--- src/rtl/pc_paged_pkg.sv ---
package pc_paged_pkg;
  typedef enum logic [2:0] {
    SRC_INC  = 3'd0,
    SRC_LOWR = 3'd1,
    SRC_JMP  = 3'd2,
    SRC_RET  = 3'd3,
    SRC_RST  = 3'd4
  } pc_src_e;
endpackage

--- src/rtl/pc_src_arb.sv ---
module pc_src_arb
  import pc_paged_pkg::*;
(
  input  logic    rst,
  input  logic    ret_en,
  input  logic    jmp_en,
  input  logic    lo_wr_en,
  output pc_src_e src
);
  // fixed priority: reset, return, jump/call, low-byte write, increment
  always_comb begin
    if (rst)           src = SRC_RST;
    else if (ret_en)   src = SRC_RET;
    else if (jmp_en)   src = SRC_JMP;
    else if (lo_wr_en) src = SRC_LOWR;
    else               src = SRC_INC;
  end
endmodule

--- src/rtl/pc_next_mux.sv ---
module pc_next_mux
  import pc_paged_pkg::*;
#(
  parameter int PC_W  = 13,
  parameter int LO_W  = 8,
  parameter int IMM_W = 11,
  localparam int LAT_W = PC_W - LO_W,
  localparam int PG_W  = PC_W - IMM_W
) (
  input  pc_src_e          src,
  input  logic [PC_W-1:0]  pc_q,
  input  logic [LAT_W-1:0] lat_q,
  input  logic [LO_W-1:0]  lo_wr_data,
  input  logic [IMM_W-1:0] jmp_imm,
  input  logic [PC_W-1:0]  ret_addr,
  output logic [PC_W-1:0]  pc_d
);
  logic [PC_W-1:0] pc_inc;
  logic [PC_W-1:0] pc_lowr;
  logic [PC_W-1:0] pc_jmp;

  assign pc_inc  = pc_q + PC_W'(1);
  // the low byte is replaced as a whole, so no carry reaches the upper bits
  assign pc_lowr = {lat_q, lo_wr_data};
  assign pc_jmp  = {lat_q[LAT_W-1 -: PG_W], jmp_imm};

  always_comb begin
    unique case (src)
      SRC_RST:  pc_d = '0;
      SRC_RET:  pc_d = ret_addr;
      SRC_JMP:  pc_d = pc_jmp;
      SRC_LOWR: pc_d = pc_lowr;
      default:  pc_d = pc_inc;
    endcase
  end
endmodule

--- src/rtl/pc_hold_latch.sv ---
module pc_hold_latch #(
  parameter int W = 5
) (
  input  logic         clk,
  input  logic         rst,
  input  logic         wr_en,
  input  logic [W-1:0] wr_data,
  output logic [W-1:0] q
);
  always_ff @(posedge clk) begin
    if (rst)        q <= '0;
    else if (wr_en) q <= wr_data;
  end
endmodule

--- src/rtl/pc_paged_unit.sv ---
module pc_paged_unit
  import pc_paged_pkg::*;
#(
  parameter int PC_W  = 13,
  parameter int LO_W  = 8,
  parameter int IMM_W = 11,
  localparam int LAT_W = PC_W - LO_W
) (
  input  logic             clk,
  input  logic             rst,
  input  logic             lat_wr_en,
  input  logic [LAT_W-1:0] lat_wr_data,
  input  logic             lo_wr_en,
  input  logic [LO_W-1:0]  lo_wr_data,
  input  logic             jmp_en,
  input  logic             jmp_is_call,
  input  logic [IMM_W-1:0] jmp_imm,
  input  logic             ret_en,
  input  logic [PC_W-1:0]  ret_addr,
  output logic [PC_W-1:0]  pc_o,
  output logic [LO_W-1:0]  lo_byte_o,
  output logic [LAT_W-1:0] lat_o,
  output logic             push_en_o,
  output logic [PC_W-1:0]  push_addr_o
);
  pc_src_e         src;
  logic [PC_W-1:0] pc_q;
  logic [PC_W-1:0] pc_d;
  logic [LAT_W-1:0] lat_q;

  pc_src_arb u_arb (
    .rst      (rst),
    .ret_en   (ret_en),
    .jmp_en   (jmp_en),
    .lo_wr_en (lo_wr_en),
    .src      (src)
  );

  pc_hold_latch #(.W(LAT_W)) u_lat (
    .clk     (clk),
    .rst     (rst),
    .wr_en   (lat_wr_en),
    .wr_data (lat_wr_data),
    .q       (lat_q)
  );

  pc_next_mux #(.PC_W(PC_W), .LO_W(LO_W), .IMM_W(IMM_W)) u_mux (
    .src        (src),
    .pc_q       (pc_q),
    .lat_q      (lat_q),
    .lo_wr_data (lo_wr_data),
    .jmp_imm    (jmp_imm),
    .ret_addr   (ret_addr),
    .pc_d       (pc_d)
  );

  always_ff @(posedge clk) begin
    pc_q <= pc_d;
  end

  assign pc_o        = pc_q;
  assign lo_byte_o   = pc_q[LO_W-1:0];
  assign lat_o       = lat_q;
  assign push_en_o   = (src == SRC_JMP) && jmp_is_call;
  assign push_addr_o = pc_q + PC_W'(1);
endmodule

--- config.mk ---
export PLATFORM = sky130hd
export DESIGN_NAME = pc_paged_unit
export DESIGN_NICKNAME = d
export VERILOG_FILES = /design/src/rtl/pc_paged_pkg.sv /design/src/rtl/pc_src_arb.sv /design/src/rtl/pc_next_mux.sv /design/src/rtl/pc_hold_latch.sv /design/src/rtl/pc_paged_unit.sv
export SDC_FILE = /design/constraint.sdc
export NUM_CORES = 1
export LEC_CHECK = 0
export BUFFER_PORTS_ARGS = -buffer_cell sky130_fd_sc_hd__buf_4
export CORE_MARGIN = 2
export CORE_UTILIZATION = 42
export CTS_CLUSTER_DIAMETER = 40
export DETAILED_ROUTE_END_ITERATION = 10
export PLACE_DENSITY = 0.88
export SLEW_MARGIN = 20
export SYNTH_ARGS = -nofsm -noshare
export SYNTH_HDL_FRONTEND = slang
export SYNTH_SLANG_ARGS = --single-unit
--- constraint.sdc ---
create_clock -name clk -period 2.4 [get_ports clk]
set_input_delay 0.48 -clock clk [delete_from_list [all_inputs] [get_ports clk]]
set_output_delay 0.48 -clock clk [all_outputs]
set_load 0.01 [all_outputs]
==> results_dict.tcl <==
set metrics [dict create \
    clkTransAtPathRegs_ns 0.10 \
    critPathRequiredTime_ns 1.92 \
    slowest_delay_ns 0.42 \
    ys_types 27 \
    utilization 0.694 \
    netlist_area_um2 1060 \
    track_usage 0.246 \
    worstPathCellList "ha_1 > nand4_2 > nor4_2 > xor2_1 > buf_4" \
    slew_viol_final 0 \
    whs_endpoint "pc_o[3]" \
    detail-route-antenna-nets 0 \
    worstRegToRegCells 5 \
    synth_edf_count 0 \
    cts.repair.resized 0 \
    rsz0062_at_grt "false" \
    total_leakage_power_nw 0.814 \
    antenna_found_initial 0 \
    final_cell_area_um2 1690 \
    clock_power_share 0.239 \
    fillCellCount 201 \
    finalSetupTns_ns 0 \
    wirelength_mm 3.49 \
    min_from "lo_wr_data[3]" \
    r2r-start "pc_o[0]" \
    grt_overflow 0 \
    synthFlopType "dfxtp_1" \
    yosysMostFrequentCell "dfxtp_1" \
    critPathLaunchType "flip-flop" \
    synth_top_cell_by_area "dfxtp_1" \
    grt_max_degree 22 \
    drc 0 \
    slew_headroom 0.529 \
    hold_class "input pin to flip-flop" \
    switching_share 0.290 \
    drv_cap 0 \
    clkSinkCount 18 \
    power.switching_w 0.000224 \
    port_buffers 83 \
    post-route-period-util 0.941 \
    seqPwrFrac 0.452 \
    layout_min_cycle_time_ns 2.26 \
    cp_max_fo 5 \
    first_global_vias 1078 \
    p_int_w 0.000549 \
    r2r-end "pc_o[8]" \
    clock-root-buffer "clkbuf_4" \
    dp_slack_ns 0.482 \
    cts_tree "yes" \
    die-area_um2 2950 \
    whs_path_depth 2 \
    start_util 0.438 \
    r2r_setup_slack_ns 0.77 \
    gp_congestion 0.839 \
    ios 84 \
    rows 18 \
    path_class "flip-flop to output pin" \
    die_h_um 54.4 \
    synth_top_area_frac 0.338 \
    cts_setup_buffers 0 \
    crit_path_end_kind "output pin" \
    core_um2 2430 \
    ir_worst_vdd_v 0.000273 \
    hpwl_mm 2.76 \
    status "finished, final reports clean" \
    skew_ns 0.00366 \
    worst_slew_pin_slew_ns 0.705 \
    cts_hold_buf 0 \
    cellPowerDensity_nw_per_um2 458 \
    synth_area_per_cell_um2 8.80 \
    vias 1252 \
    place_area_um2 1650 \
    whs_ns 0.409 \
    synth-async-reset-ratio 0 \
    clk-insertion-delay-late_ns 0.29 \
    synth_commonest_cells "18 x dfxtp_1, 16 x nor2_1, 14 x a22oi_1" \
    layout.nets 240 \
    vias_per_cell 5.59 \
    syn_nets 166 \
    fmax_ghz 0.443 \
    synth-seq-cells 18 \
    final_layout_size_suffix_gt1_frac 0.490 \
    syn_inst 121 \
    cts_buffers 3 \
    share_comb_of_total_power 0.309 \
    yosys_warnings 0 \
    synthTopCellsByArea "dfxtp_1 34%, a22oi_1 9.9%, a221o_1 7.5%, buf_4 5.6%, nor2_1 5.6%" \
    num_antenna_cells 0 \
    area_growth_pct 58.5 \
    wire_per_inst_um 15.6 \
    setup_viol 0 \
    crit_arrival_ns 1.78 \
    hold_viol 0 \
    timing.final.ws_setup_ns 0.141 \
    clock_path_buffers 2 \
    yosysSeqAreaShare 0.338 \
    cts_max_level 1 \
    die_width_um 54.4 \
    first_pass_iters 4 \
    drt_iter0_drc 32 \
    grt_pass1_wl_mm 5.29 \
    slowest_stage "dfxtp_1" \
]
-- worst max-delay path, delay by kind of cell, from the launching register on --
kind,cells,cell delay [ns]
AND/OR/NAND/NOR,2,0.45
buffers and inverters,1,0.15
XOR/XNOR,1,0.21
flip-flops,1,0.42
adder cells (fa/ha/maj),1,0.27
-- sequential cells by signal, indices dropped and copies added, names as in the netlist --
signal	count
u_lat.q	5
pc_o	13
-- routing by layer --
metal	up-vias	GRT usage	part of all wire
li1	587	-	-
met1	596	0.334	0.41
met2	63	0.394	0.50
met3	6	0.0328	0.078
met4	0	0.0958	0.017
met5	-	0	0
-- how the worst max path moves through the flow --
stage | from | end | slack (ns)
2_1_floorplan | pc_o[0] | push_addr_o[12] | 0.56
3_3_place_gp | pc_o[0] | push_addr_o[12] | 0.50
3_5_place_dp | pc_o[0] | push_addr_o[12] | 0.48
4_1_cts | pc_o[0] | push_addr_o[12] | 0.13
5_1_grt | pc_o[0] | push_addr_o[10] | 0.02
6_report | pc_o[0] | push_addr_o[12] | 0.14
-- placed cells by master, fill, tap and decap left out, types with 3 or more instances in the layout --
cell type | synthesis | final
buf_4 | 8 | 85
dfxtp_1 | 18 | 18
nor2_1 | 16 | 16
a22oi_1 | 14 | 14
a221o_1 | 8 | 8
xor2_1 | 6 | 6
nand2_1 | 5 | 5
xnor2_1 | 5 | 5
mux2i_1 | 5 | 5
nand3_1 | 3 | 3
nand4_1 | 3 | 3
nor3_1 | 3 | 3
o21ai_0 | 3 | 3
clkbuf_4 | 0 | 3
-- power by group through the flow --
| stage | combinational [W] | sequential, W | clock [W] |
|---|---|---|---|
| 2_1_floorplan | 0.0000996 | 0.000359 | 0 |
| 3_3_place_gp | 0.000234 | 0.000353 | 0 |
| 3_5_place_dp | 0.000238 | 0.000355 | 0 |
| 4_1_cts | 0.000239 | 0.000349 | 0.000188 |
| 5_1_grt | 0.000259 | 0.000354 | 0.000202 |
| 6_report | 0.000239 | 0.000349 | 0.000185 |
-- cells by family (layout without fill, tap and decap cells) --
kind of cell / Yosys count / in the layout / synth area share
simple gates: 39 / 39 / 0.202
compound gates: 29 / 29 / 0.214
flops: 18 / 18 / 0.338
buf+inv: 18 / 91 / 0.0964
xor+xnor: 11 / 11 / 0.0905
mux: 5 / 5 / 0.0470
fa+ha+maj: 1 / 1 / 0.0117
-- layout make-up --
cell class	instances	area, µm²	share of cell area
Multi-Input combinational cell	85	608	0.360
Inverter	2	7.51	0.00445
Tap cell	30	37.5	0.0222
Sequential cell	18	360	0.213
Timing Repair Buffer	85	638	0.378
Clock buffer	4	36.3	0.0215
-- through the flow --
| stage | instances | power [W] |
|---|---|---|
| 3_3_place_gp | 220 | 0.000586 |
| 2_1_floorplan | 121 | 0.000459 |
| 4_1_cts | 224 | 0.000776 |
| 6_report | 224 | 0.000774 |
| 3_5_place_dp | 220 | 0.000593 |
| 5_1_grt | 224 | 0.000815 |
Power figures use the tool's default switching activity.
